`config.mk`:
```
export PLATFORM = sky130hd
export DESIGN_NAME = serlink_err_status
export DESIGN_NICKNAME = d
export VERILOG_FILES = /design/src/rtl/serlink_err_pkg.sv /design/src/rtl/serlink_sticky_flag.sv /design/src/rtl/serlink_sbr_timer.sv /design/src/rtl/serlink_irq_merge.sv /design/src/rtl/serlink_err_status.sv
export SDC_FILE = /design/constraint.sdc
export NUM_CORES = 1
export LEC_CHECK = 0
export BUFFER_PORTS_ARGS = -buffer_cell sky130_fd_sc_hd__buf_2
export CAP_MARGIN = 20
export CORE_ASPECT_RATIO = 0.5
export CORE_MARGIN = 1
export CORE_UTILIZATION = 36
export DETAILED_ROUTE_END_ITERATION = 6
export PLACE_DENSITY = 0.75
export SLEW_MARGIN = 30
export SYNTH_ARGS = -nofsm -noshare
export SYNTH_HDL_FRONTEND = slang
export SYNTH_SLANG_ARGS = --single-unit
```
`constraint.sdc`:
```
create_clock -name clk -period 1.31 [get_ports clk]
set_input_delay 0.0655 -clock clk [delete_from_list [all_inputs] [get_ports clk]]
set_output_delay 0.0655 -clock clk [all_outputs]
set_load 0.01 [all_outputs]
```
`src/rtl/serlink_err_pkg.sv`:
```
package serlink_err_pkg;

   localparam int REG_W  = 32;
   localparam int N_FLAG = 9;
   localparam int N_CAT  = 6;
   localparam int N_REG  = 4;

   typedef enum logic [1:0] {
      RA_ERRCTL  = 2'd0,
      RA_LINKCTL = 2'd1,
      RA_LINKERR = 2'd2,
      RA_BRIDGE  = 2'd3
   } reg_addr_e;

   // flag slots inside the flag vector
   localparam int FI_CRC0  = 0;
   localparam int FI_CRC1  = 1;
   localparam int FI_FAIL  = 2;
   localparam int FI_EOC   = 3;
   localparam int FI_OVF   = 4;
   localparam int FI_PROT  = 5;
   localparam int FI_RSP   = 6;
   localparam int FI_FLOOD = 7;
   localparam int FI_SERR  = 8;

   // big-endian bit number of the reset request in the bridge word
   localparam int SBR_BIT = 9;

   // big-endian bit number n -> vector index
   function automatic int be(input int n);
      return REG_W - 1 - n;
   endfunction

   function automatic logic [1:0] flag_reg(input int f);
      case (f)
         FI_CRC0, FI_CRC1, FI_FAIL: return RA_LINKCTL;
         FI_EOC, FI_OVF, FI_PROT:   return RA_LINKERR;
         FI_RSP, FI_FLOOD:          return RA_ERRCTL;
         default:                   return RA_BRIDGE;
      endcase
   endfunction

   function automatic int flag_pos(input int f);
      case (f)
         FI_CRC0:  return 22;
         FI_CRC1:  return 23;
         FI_FAIL:  return 27;
         FI_EOC:   return 17;
         FI_OVF:   return 18;
         FI_PROT:  return 19;
         FI_RSP:   return 6;
         FI_FLOOD: return 7;
         default:  return 0;
      endcase
   endfunction

   // enable category (error-control bit) owning each flag
   function automatic int flag_cat(input int f);
      case (f)
         FI_SERR, FI_FLOOD:         return 0;
         FI_CRC0, FI_CRC1, FI_FAIL: return 1;
         FI_RSP:                    return 2;
         FI_EOC:                    return 3;
         FI_OVF:                    return 4;
         default:                   return 5;
      endcase
   endfunction

endpackage

```
`src/rtl/serlink_sticky_flag.sv`:
```
module serlink_sticky_flag (
   input  logic clk,
   input  logic rst_n,
   input  logic set,
   input  logic clr,
   output logic q
);

   // set has priority: an event racing a clear is never lost
   always_ff @(posedge clk) begin
      if (!rst_n) q <= 1'b0;
      else        q <= set | (q & ~clr);
   end

   a_r3_event_sets: assert property (@(posedge clk) disable iff (!rst_n)
      set |=> q);
   a_r4_clear_works: assert property (@(posedge clk) disable iff (!rst_n)
      (clr && !set) |=> !q);
   a_r4_holds_otherwise: assert property (@(posedge clk) disable iff (!rst_n)
      (q && !clr) |=> q);

endmodule

```
`src/rtl/serlink_sbr_timer.sv`:
```
module serlink_sbr_timer #(
   parameter int CYCLES = 16
) (
   input  logic clk,
   input  logic rst_n,
   input  logic start,
   output logic pulse,
   output logic done
);

   localparam int CNT_W = $clog2(CYCLES + 1);

   logic [CNT_W-1:0] cnt;

   always_ff @(posedge clk) begin
      if (!rst_n)              cnt <= '0;
      else if (cnt != '0)      cnt <= cnt - CNT_W'(1);
      else if (start)          cnt <= CNT_W'(CYCLES);
   end

   assign pulse = (cnt != '0);
   assign done  = (cnt == CNT_W'(1));

   a_r9_load_on_request: assert property (@(posedge clk) disable iff (!rst_n)
      (!pulse && start) |=> (cnt == CNT_W'(CYCLES)));
   a_r11_no_restart: assert property (@(posedge clk) disable iff (!rst_n)
      (pulse && start) |=> (cnt == $past(cnt) - CNT_W'(1)));
   a_r9_done_inside_pulse: assert property (@(posedge clk) disable iff (!rst_n)
      done |=> !pulse);

endmodule

```
`src/rtl/serlink_irq_merge.sv`:
```
module serlink_irq_merge
   import serlink_err_pkg::*;
(
   input  logic              clk,
   input  logic              rst_n,
   input  logic [N_FLAG-1:0] flags,
   input  logic [N_CAT-1:0]  en,
   output logic              irq
);

   logic [N_CAT-1:0] cat;

   always_comb begin
      cat = '0;
      for (int f = 0; f < N_FLAG; f++) begin
         cat[flag_cat(f)] = cat[flag_cat(f)] | flags[f];
      end
   end

   assign irq = |(cat & en);

   a_r7_needs_enable: assert property (@(posedge clk) disable iff (!rst_n)
      irq |-> (en != '0));
   a_r7_quiet_without_flags: assert property (@(posedge clk) disable iff (!rst_n)
      (flags == '0) |-> !irq);

endmodule

```
`src/rtl/serlink_err_status.sv`:
```
module serlink_err_status
   import serlink_err_pkg::*;
#(
   parameter int CRC_LANES  = 2,
   parameter int SBR_CYCLES = 16
) (
   input  logic                 clk,
   input  logic                 rst_n,
   input  logic [1:0]           reg_addr,
   input  logic                 reg_wr,
   input  logic [REG_W-1:0]     reg_wdata,
   output logic [REG_W-1:0]     reg_rdata,
   input  logic [CRC_LANES-1:0] ev_crc,
   input  logic                 ev_link_fail,
   input  logic                 ev_eoc,
   input  logic                 ev_rx_ovf,
   input  logic                 ev_proto,
   input  logic                 ev_rsp,
   input  logic                 ev_sync_flood,
   input  logic                 ev_sec_serr,
   output logic                 irq,
   output logic                 sbr_pulse
);

   if (CRC_LANES < 1 || CRC_LANES > 2) begin : g_bad_lanes
      $error("CRC_LANES must be 1 or 2");
   end
   if (SBR_CYCLES < 2) begin : g_bad_sbr
      $error("SBR_CYCLES must be at least 2");
   end

   logic [N_REG-1:0]  wr_hit;
   logic [N_FLAG-1:0] ev_vec;
   logic [N_FLAG-1:0] flag;
   logic [N_CAT-1:0]  en_q;
   logic [N_CAT-1:0]  en_d;
   logic              sbr_start;
   logic              sbr_done;
   logic [REG_W-1:0]  word [N_REG];
   logic              unused_wdata;

   assign unused_wdata = ^reg_wdata;

   always_comb begin
      for (int r = 0; r < N_REG; r++) begin
         wr_hit[r] = reg_wr && (reg_addr == r[1:0]);
      end
   end

   // event vector in flag-slot order
   assign ev_vec[FI_CRC0]  = ev_crc[0];
   assign ev_vec[FI_FAIL]  = ev_link_fail;
   assign ev_vec[FI_EOC]   = ev_eoc;
   assign ev_vec[FI_OVF]   = ev_rx_ovf;
   assign ev_vec[FI_PROT]  = ev_proto;
   assign ev_vec[FI_RSP]   = ev_rsp;
   assign ev_vec[FI_FLOOD] = ev_sync_flood;
   assign ev_vec[FI_SERR]  = ev_sec_serr;

   if (CRC_LANES == 2) begin : g_two_lanes
      assign ev_vec[FI_CRC1] = ev_crc[CRC_LANES-1];
   end else begin : g_one_lane
      assign ev_vec[FI_CRC1] = 1'b0;
   end

   for (genvar f = 0; f < N_FLAG; f++) begin : g_flag
      logic clr_w;
      if (f == FI_FLOOD) begin : g_bus_reset_clear
         // chain failure leaves only through the secondary bus reset
         assign clr_w = sbr_done;
      end else begin : g_w1c_clear
         assign clr_w = wr_hit[flag_reg(f)] && reg_wdata[be(flag_pos(f))];
      end
      serlink_sticky_flag i_flag (
         .clk   (clk),
         .rst_n (rst_n),
         .set   (ev_vec[f]),
         .clr   (clr_w),
         .q     (flag[f])
      );
   end

   always_comb begin
      for (int k = 0; k < N_CAT; k++) begin
         en_d[k] = wr_hit[RA_ERRCTL] ? reg_wdata[be(k)] : en_q[k];
      end
   end

   always_ff @(posedge clk) begin
      if (!rst_n) en_q <= '0;
      else        en_q <= en_d;
   end

   assign sbr_start = wr_hit[RA_BRIDGE] && reg_wdata[be(SBR_BIT)];

   serlink_sbr_timer #(.CYCLES(SBR_CYCLES)) i_sbr (
      .clk   (clk),
      .rst_n (rst_n),
      .start (sbr_start),
      .pulse (sbr_pulse),
      .done  (sbr_done)
   );

   serlink_irq_merge i_irq (
      .clk   (clk),
      .rst_n (rst_n),
      .flags (flag),
      .en    (en_q),
      .irq   (irq)
   );

   always_comb begin
      for (int r = 0; r < N_REG; r++) word[r] = '0;
      for (int f = 0; f < N_FLAG; f++) begin
         word[flag_reg(f)][be(flag_pos(f))] = flag[f];
      end
      for (int k = 0; k < N_CAT; k++) begin
         word[RA_ERRCTL][be(k)] = en_q[k];
      end
      word[RA_BRIDGE][be(SBR_BIT)] = sbr_pulse;
   end

   assign reg_rdata = word[reg_addr];

   a_r8_flood_survives_write: assert property (@(posedge clk) disable iff (!rst_n)
      (wr_hit[RA_ERRCTL] && reg_wdata[be(7)] && flag[FI_FLOOD] && !sbr_done)
      |=> flag[FI_FLOOD]);
   a_r10_flood_clears_at_end: assert property (@(posedge clk) disable iff (!rst_n)
      (sbr_done && !ev_sync_flood) |=> !flag[FI_FLOOD]);
   a_r9_readback_tracks_pulse: assert property (@(posedge clk) disable iff (!rst_n)
      (reg_addr == RA_BRIDGE) |-> (reg_rdata[be(SBR_BIT)] == sbr_pulse));

endmodule

```
==> summary.txt, run 1 <==
post-route setup TNS -> -0.1894 ns
Critical Path RT -> 1.24 ns
die height -> 41.06 µm
fmax -> 0.7104 GHz
Critical Path AT -> 1.34 ns
Top Ports -> 80
Sw Pwr -> 682.5 µW
worst r2r dst -> i_sbr.cnt[2]
Post-DRT Antenna Nets -> 0
Clock Latency Late Sink -> 0.26 ns
crit path from -> i_sbr.cnt[1]
first-pass GRT wire length -> 3801 µm
TritonCTS sink count -> 20
Critical Path Sink -> reg_rdata[22]
Syn Inst Count -> 129
Synth warnings -> 0
ANT cells -> 0
Yosys cell types -> 31
clock root buffer -> clkbuf_8
number of global-route vias before repair -> 874
most common cell after layout, fill and taps aside -> buf_2
R2R Setup Slk -> -0.09 ns
CP endpoint kind -> primary output
largest net degree at the start of global routing -> 13
CTS tree -> yes
FF-to-FF path depth -> 6
final setup vio count -> 2
# Max-Cap Violations -> 0
DP Area -> 1330 µm²
Sw Ratio -> 31.64%
clock network power share -> 21.8%
Mean Syn Cell Area -> 8.516 µm²
Yosys top cell area share -> 36.45%
final WL -> 2547 µm
Filler cells -> 265
wire length per cell -> 11.32 µm
CTS clock-pin slew for the worst setup and hold paths -> 0.07 ns
hpwl dp -> 1826 µm
main flop type after synthesis -> dfxtp_1
Layout area overhead -> 35.88%
area leader, netlist -> dfxtp_1
pwr/cell area -> 1445 nW/µm²
clock buffer depth -> 2
cts bufs inserted -> 3
P_leak -> 0.7451 nW
failing checks -> negative setup slack
Core Area -> 2749 µm²
most frequent cells in the layout -> buf_2 (44), dfxtp_1 (18), conb_1 (17)
Mapped Area -> 1099 µm²
Fin. Hold Viols -> 0
final slew viol count -> 0
Max VDD drop -> 0.5554 mV
fraction of registers with async set/reset -> 0%
leading post-synthesis cells by cell area -> dfxtp_1 (36%), buf_4 (12%), and2_1 (8.5%)
flop and latch count out of synthesis -> 20
CTS H-tree lvls -> 1
# port buffers -> 44
WS Path Type -> reg -> out
Via density -> 4.667
Setup Skew -> 0.0003206 ns
register area share after synthesis -> 36.45%
RSZ-0062 raised after global routing -> true
Int Pwr -> 1.474 mW
startpoint class of the critical path -> register
reg2reg start -> i_sbr.cnt[1]
Combinational Power Share -> 41.7%
Tcrit/Tclk final -> 107.5%
RD Place Congestion -> 0.7476
EDFF count, synth -> 0
worst min-delay path class -> in -> reg
NumNets Final -> 237
layout cells sized above 1 -> 34.04%
Worst Path Max Fanout -> 3
DRT iter0 DRCs -> 30
Post-route DRC -> 0
Final WS setup -> -0.09774 ns
DIE AREA -> 3290 µm²
fin crit period -> 1.408 ns
antenna violations before repair -> 0
via count -> 1050
GRT Total Usage -> 16.29%
GRT overflow -> 0
Sequential Power Share -> 36.6%
status -> finished with violations
DR pass1 iterations -> 4
Starting Density -> 39.96%
final instance area -> 1493 µm²
Die W -> 80.12 µm
final total power -> 2.157 mW
num rows -> 13
-- power groups by stage --
stage	sequential, mW	clock, mW	combinational [mW]
after detailed placement	0.791	0	0.716
after global routing	0.806	0.506	0.993
after floorplan	0.786	0	0.482
after global placement	0.788	0	0.702
final	0.789	0.470	0.898
after CTS	0.788	0.478	0.839
-- flip-flops by register name, summed over array words and instances (netlist names) --
name             cells
en_q                 6
g_flag.i_flag.q      9
i_sbr.cnt            5
-- worst min-delay path by stage --
| stage | from | to | slack [ns] | depth (start not counted) |
|---|---|---|---|---|
| 2_1_floorplan | reg_wdata[9] | g_flag[0].i_flag.q | 0.17 | 1 |
| 6_report | ev_sec_serr | g_flag[8].i_flag.q | 0.03 | 3 |
| 3_3_place_gp | reg_wdata[25] | g_flag[6].i_flag.q | 0.25 | 2 |
| 3_5_place_dp | reg_wdata[14] | g_flag[3].i_flag.q | 0.25 | 2 |
| 4_1_cts | ev_sec_serr | g_flag[8].i_flag.q | 0.02 | 3 |
| 5_1_grt | ev_sync_flood | g_flag[7].i_flag.q | 0.02 | 2 |
-- Yosys cell counts (2+ instances only) --
library cell  count
nor2b_1           2
a21oi_1           2
nand4_1           5
nor2_1            8
a22oi_1           2
ha_1              2
dfxtp_1          20
and2_1           15
inv_1            10
buf_4            17
o31ai_1           3
o21ai_0           8
or3b_1            2
clkbuf_1          2
a31oi_1           7
nand2_1           2
nor3_1            3
mux2i_1           6
-- metrics by stage --
step / hold slack (ns) / std cells / setup WS [ns] / utilization [%]
after floorplan: 0.1665 / 145 / 0.02040 / -
after global placement: 0.2523 / 212 / -0.01964 / 48.38
after detailed placement: 0.2535 / 212 / -0.04551 / 48.38
after CTS: 0.02138 / 225 / -0.09870 / 54.03
after global routing: 0.02382 / 225 / -0.1862 / 54.30
final: 0.02544 / 225 / -0.09774 / 54.30
-- cell type report --
type / instances / area [µm²] / area share [%]
clock buffers: 4 / 55.05 / 3.688
inverters: 11 / 41.29 / 2.766
multi-input cells: 94 / 593.1 / 39.73
flip-flops and latches: 20 / 402.9 / 26.99
well taps: 37 / 46.29 / 3.101
repair buffers: 59 / 354.1 / 23.72
-- worst max-delay path: stages (launching register included) --
cell and delay [ns]:
dfxtp_2 0.33, inv_2 0.07, ha_4 0.14, nor4b_4 0.23, inv_2 0.05, and3_1 0.13
buf_2 0.13
-- repair_timing --
item / 4_1_cts / 5_1_grt
resized for setup: 6 / 2
endpoints found under the hold margin: 7 / 0
hold buffers: 7 / 0
setup endpoints to repair: 4 / 5
setup buffers: 2 / 0
pin swaps: 3 / 5
-- cells by family (layout without fill, tap and decap cells) --
group           Yosys count  after routing  share of synthesized area (%)
other cells               1             17                         0.3414
fa+ha+maj                 2              2                          2.278
simple gates             43             43                          24.03
xor+xnor                  1              1                         0.7974
mux                       6              6                          5.467
flops                    20             20                          36.45
compound gates           25             25                          14.12
buf+inv                  31             74                          16.51
-- metal layers --
layer / routed length (µm) / vias to the layer above / track usage (%)
li1: - / 529 / -
met1: 1076 / 483 / 17.97
met2: 1322 / 34 / 30.98
met3: 118 / 4 / 4.889
met4: 29 / 0 / 7.143
met5: 0 / - / 0
Note: power is estimated with default switching activity, not from simulation.
==> inputs of run 2 (changes only) <==
--- a/config.mk
+++ b/config.mk
@@ -11,6 +11,7 @@
 export CORE_MARGIN = 1
 export CORE_UTILIZATION = 36
 export DETAILED_ROUTE_END_ITERATION = 6
+export HOLD_SLACK_MARGIN = 0.15
 export PLACE_DENSITY = 0.75
 export SLEW_MARGIN = 30
 export SYNTH_ARGS = -nofsm -noshare
==> run 2 against run 1 <==
  * The flow still finishes with violations (negative setup slack)
  * Utilization grew 6.1 points
  * Clock-buffer cell count stayed put
  * Clock skew about the same
  * Flip-flop and latch count is the same
  * Wire length increased by 37%
  * Sequential power grew 0.8%
  * Die area is the same
  * Register-to-register slack gained 0.05 ns
  * Global-route usage rose by 5.8 points
  * Combinational power up 10%
  * Total power increased by 4.7%
  * Via count grew 15%
  * Largest power group unchanged
==> summary.txt, run 2 (synthesis results as in run 1) <==
CP top delay family -> simple AND/OR/NAND/NOR gates
final WL -> 3480 µm
Sequential Power Share -> 35.2%
ANT cells -> 0
clock buffer depth -> 2
DIE AREA -> 3290 µm²
TritonCTS sink count -> 20
final core utilization -> 60.45%
hpwl dp -> 1826 µm
final slew viol count -> 0
DR pass1 iterations -> 4
final total power -> 2.257 mW
GRT Total Usage -> 22.13%
clock network power share -> 21.0%
# Max-Cap Violations -> 0
P_leak -> 0.8241 nW
Final WS setup -> -0.09633 ns
Combinational Power Share -> 43.8%
RSZ-0062 raised after global routing -> true
Largest register FFs -> 9
Critical Path AT -> 1.34 ns
Die W -> 80.12 µm
first-pass GRT wire length -> 5119 µm
pwr/cell area -> 1358 nW/µm²
worst hold slack -> 0.1895 ns
Placement Setup Slack -> -0.04551 ns
num rows -> 13
crit-path max cell delay -> 0.33 ns
GRT overflow -> 0
largest net degree at the start of global routing -> 13
Tcrit/Tclk final -> 107.4%
crit path buf inv count -> 3
layout cells sized above 1 -> 32.20%
Post-DRT Antenna Nets -> 0
Sw Pwr -> 725.1 µW
Worst Path Max Fanout -> 3
DP Area -> 1330 µm²
worst min-delay path class -> in -> reg
# port buffers -> 44
Setup Skew -> 0.0003947 ns
Sw Ratio -> 32.12%
wire length per cell -> 14.38 µm
clock root buffer -> clkbuf_8
antenna violations before repair -> 0
DRT iter0 DRCs -> 107
CTS H-tree lvls -> 1
CP max-delay cell -> dfxtp_2
WS Path Type -> reg -> out
most frequent cells in the layout -> buf_2 (44), dlygate4sd3_1 (23), conb_1 (17), dfxtp_1 (17), and2_1 (15)
fmax -> 0.7111 GHz
Starting Density -> 39.96%
cell chain of the critical path -> inv_2 > ha_4 > nor4b_4 > inv_2 > and3_1 > buf_2
die height -> 41.06 µm
final instance area -> 1662 µm²
fin crit period -> 1.406 ns
Fin. Hold Viols -> 0
Layout area overhead -> 51.25%
startpoint class of the critical path -> register
via count -> 1211
Top Ports -> 80
status -> finished with violations
Core Area -> 2749 µm²
failing checks -> negative setup slack
most used cell, CP -> inv_2
cts bufs inserted -> 3
number of global-route vias before repair -> 1045
biggest regs -> g_flag.i_flag.q x9, en_q x6, i_sbr.cnt x5
Clock Latency Late Sink -> 0.26 ns
Critical Path RT -> 1.24 ns
NumNets Final -> 254
RD Place Congestion -> 0.7476
CTS tree -> yes
Most flops, register -> g_flag.i_flag.q
final setup vio count -> 3
Filler cells -> 235
Via density -> 5.004
most common cell after layout, fill and taps aside -> buf_2
Max VDD drop -> 0.5588 mV
Int Pwr -> 1.532 mW
CP endpoint kind -> primary output
Post-route DRC -> 0
CTS clock-pin slew for the worst setup and hold paths -> 0.07 ns
## run 2: changes by cell type in the layout (fill, tap and decap cells not counted)
cell | previous run | this run
dfxtp_1 | 18 | 17
o21ai_0 | 8 | 6
dlygate4sd3_1 | 7 | 23
dfxtp_2 | 2 | 3
buf_4 | 7 | 8
o21ai_1 | 0 | 2
## run 2: worst paths after layout
path                 startpoint            endpoint  slack [ns]  depth (start not counted)
setup reg to reg   i_sbr.cnt[1]        i_sbr.cnt[2]       -0.04                          6
hold reg to reg         en_q[2]             en_q[2]        0.53                          2
hold / removal    reg_wdata[31]  g_flag[8].i_flag.q        0.19                          4
setup / recovery   i_sbr.cnt[1]       reg_rdata[22]        -0.1                          6
## run 2: power by group through the flow
stage / clock network [mW] / logic [mW] / registers (mW)
global route: 0.503 / 1.09 / 0.810
detailed placement: 0 / 0.716 / 0.791
CTS: 0.478 / 0.885 / 0.788
finish: 0.473 / 0.989 / 0.795
global placement: 0 / 0.702 / 0.788
floorplan: 0 / 0.482 / 0.786
## run 2: layout make-up
class	count	area [µm²]	area share, %
sequential	20	404.1	24.32
tap	37	46.29	2.786
multi-input combinational	94	593.1	35.69
clock buffer	4	55.05	3.313
timing repair buffer	76	521.8	31.40
inverter	11	41.29	2.485
## run 2: layer usage
metal  vias up  GRT usage, %  wire, µm
li1        567             -         -
met4         0         8.482        70
met1       567         24.09      1325
met3        13         4.444       178
met5         -             0         0
met2        64         45.30      1905
## run 2: tightest hold or removal path, cell delays in order
cell,delay (ns)
buf_2,0.11
nand4_1,0.06
a21oi_1,0.08
nor2_1,0.09
## run 2: stage by stage
stage	TNS, ns	instances
after floorplan	0	145
after global placement	-0.01964	212
after detailed placement	-0.04551	212
after CTS	-0.1316	242
after global routing	-0.5483	242
final	-0.1592	242
## run 2: repair_timing
| action | in CTS | in global routing |
|---|---|---|
| pin swaps | 3 | 3 |
| gates resized for setup | 6 | 5 |
| endpoints found under the hold margin | 15 | 0 |
| setup buffers | 2 | 1 |
| setup endpoints to repair | 4 | 11 |
| hold buffers | 24 | 0 |
==> inputs of run 3 (changes only) <==
--- a/config.mk
+++ b/config.mk
@@ -11,6 +11,7 @@
 export CORE_MARGIN = 1
 export CORE_UTILIZATION = 36
 export DETAILED_ROUTE_END_ITERATION = 6
+export GPL_TIMING_DRIVEN = 0
 export HOLD_SLACK_MARGIN = 0.15
 export PLACE_DENSITY = 0.75
 export SLEW_MARGIN = 30
==> run 3 against run 2 <==
  * Via count decreased by 2.1%
  * Flip-flop and latch count is the same
  * Wire length down 12%
  * Highest routed layer unchanged
  * Clock power is 31% higher
  * Clock skew about the same
  * Critical path type unchanged
  * Hold slack gained 0.067 ns
  * Sequential share of layout area down 2.1 points
  * Sequential power is 0.9% higher
  * Non-clock buffer count is 18 higher
  * Clock-buffer cell count decreased by 1
  * Combinational power is 9% higher
  * The flow still finishes with violations (negative setup slack)
  * Worst setup slack lost 0.048 ns
==> summary.txt, run 3 (synthesis results as in run 1) <==
fmax -> 0.6874 GHz
Worst Path Max Fanout -> 3
Layout Cells excl Fill -> 260
CP endpoint kind -> primary output
startpoint class of the critical path -> register
Starting Density -> 39.96%
CP max-delay cell -> dfxtp_2
via count -> 1186
P_leak -> 0.9289 nW
DR pass1 iterations -> 4
Largest register FFs -> 9
first-pass GRT wire length -> 4588 µm
Via density -> 4.562
clock buffer depth -> 2
TritonCTS sink count -> 20
most frequent cells in the layout -> buf_2 (45), dlygate4sd3_1 (24), buf_4 (22)
Setup Skew -> 0.0007729 ns
# Max-Cap Violations -> 0
largest net degree at the start of global routing -> 13
status -> finished with violations
Top Ports -> 80
Tcrit/Tclk final -> 111.1%
Die W -> 80.12 µm
most used cell, CP -> inv_2
layout cells sized above 1 -> 39.01%
NumNets Final -> 272
final WL -> 3067 µm
Max VDD drop -> 0.7224 mV
Final WS setup -> -0.1448 ns
RD Place Congestion -> 0.7409
clock root buffer -> clkbuf_8
Most flops, register -> g_flag.i_flag.q
CTS tree -> yes
Post-DRT Antenna Nets -> 0
fin crit period -> 1.455 ns
final slew viol count -> 0
Core Area -> 2749 µm²
Critical Path RT -> 1.24 ns
num rows -> 13
# port buffers -> 44
GRT overflow -> 0
failing checks -> negative setup slack
cell chain of the critical path -> inv_2 > ha_4 > nor4b_4 > inv_2 > and3_1 > buf_2
wire length per cell -> 11.80 µm
Placed Cells -> 226
DIE AREA -> 3290 µm²
Clock Latency Late Sink -> 0.26 ns
CTS H-tree lvls -> 1
CTS clock-pin slew for the worst setup and hold paths -> 0.07 ns
die height -> 41.06 µm
WS Path Type -> reg -> out
final setup vio count -> 5
worst min-delay path class -> in -> reg
RSZ-0062 raised after global routing -> true
ANT cells -> 0
GRT Total Usage -> 19.46%
Layout area overhead -> 66.74%
Filler cells -> 205
Fin. Hold Viols -> 0
most common cell after layout, fill and taps aside -> buf_2
number of global-route vias before repair -> 1046
hpwl dp -> 1883 µm
cts bufs inserted -> 3
final total power -> 2.497 mW
antenna violations before repair -> 0
biggest regs -> g_flag.i_flag.q x9, en_q x6, i_sbr.cnt x5
pwr/cell area -> 1363 nW/µm²
Post-route DRC -> 0
Critical Path AT -> 1.39 ns
crit-path max cell delay -> 0.33 ns
DRT iter0 DRCs -> 18
Placement Setup Slack -> -0.1036 ns
==> run 3: cell type report <==
class                   count  area (µm²)  area share (%)
repair buffers             74       518.0           28.28
clock inverters             1       30.03           1.639
plain buffers              20       141.4           7.719
inverters                  11       41.29           2.254
clock buffers               3       41.29           2.254
multi-input cells          94       606.8           33.13
flip-flops and latches     20       406.6           22.20
well taps                  37       46.29           2.527
==> run 3: stage by stage <==
stage / setup TNS (ns) / util, % / hold WS, ns / area (µm²)
2_1_floorplan: 0 / - / 0.1665 / 1159
3_3_place_gp: -0.2136 / 51.84 / 0.2551 / 1425
3_5_place_dp: -0.2545 / 51.84 / 0.2589 / 1425
4_1_cts: -0.2129 / 65.82 / 0.2282 / 1809
5_1_grt: -0.7382 / 66.64 / 0.2893 / 1832
6_report: -0.2694 / 66.64 / 0.2562 / 1832
==> run 3: per-layer routing <==
metal	routed length, µm	track usage (%)
met3	156	6.222
met5	0	0
met2	1648	39.74
met1	1249	20.62
met4	12	4.911
==> run 3: worst max-delay path, delay by kind of cell, from the launching register on <==
| kind | cells | cell delay (ns) |
|---|---|---|
| simple gates | 2 | 0.41 |
| flops | 1 | 0.33 |
| fa+ha+maj | 1 | 0.13 |
| buf+inv | 3 | 0.26 |
==> run 3: timing repair <==
item                       CTS  global route
hold endpoints to repair    17             1
buffers inserted             6             0
pin swaps                    5             4
gates cloned                 0             0
setup endpoints to repair    6            12
hold buffers                24             1
gates resized for setup      6            11
==> run 3: worst paths after layout <==
check | start | end | slack, ns | cells past startpoint
setup / recovery | i_sbr.cnt[1] | reg_rdata[22] | -0.14 | 6
hold / removal | reg_wdata[22] | i_sbr.cnt[1] | 0.26 | 4
setup reg to reg | i_sbr.cnt[1] | i_sbr.cnt[2] | -0.07 | 6
hold reg to reg | en_q[5] | en_q[5] | 0.53 | 2
==> run 3: where the power goes <==
part           switching, mW  internal (mW)  leakage [nW]  total [mW]
clock                  0.212          0.408        0.0357       0.620
combinational          0.438          0.639         0.727        1.08
sequential            0.0970          0.705         0.167       0.802
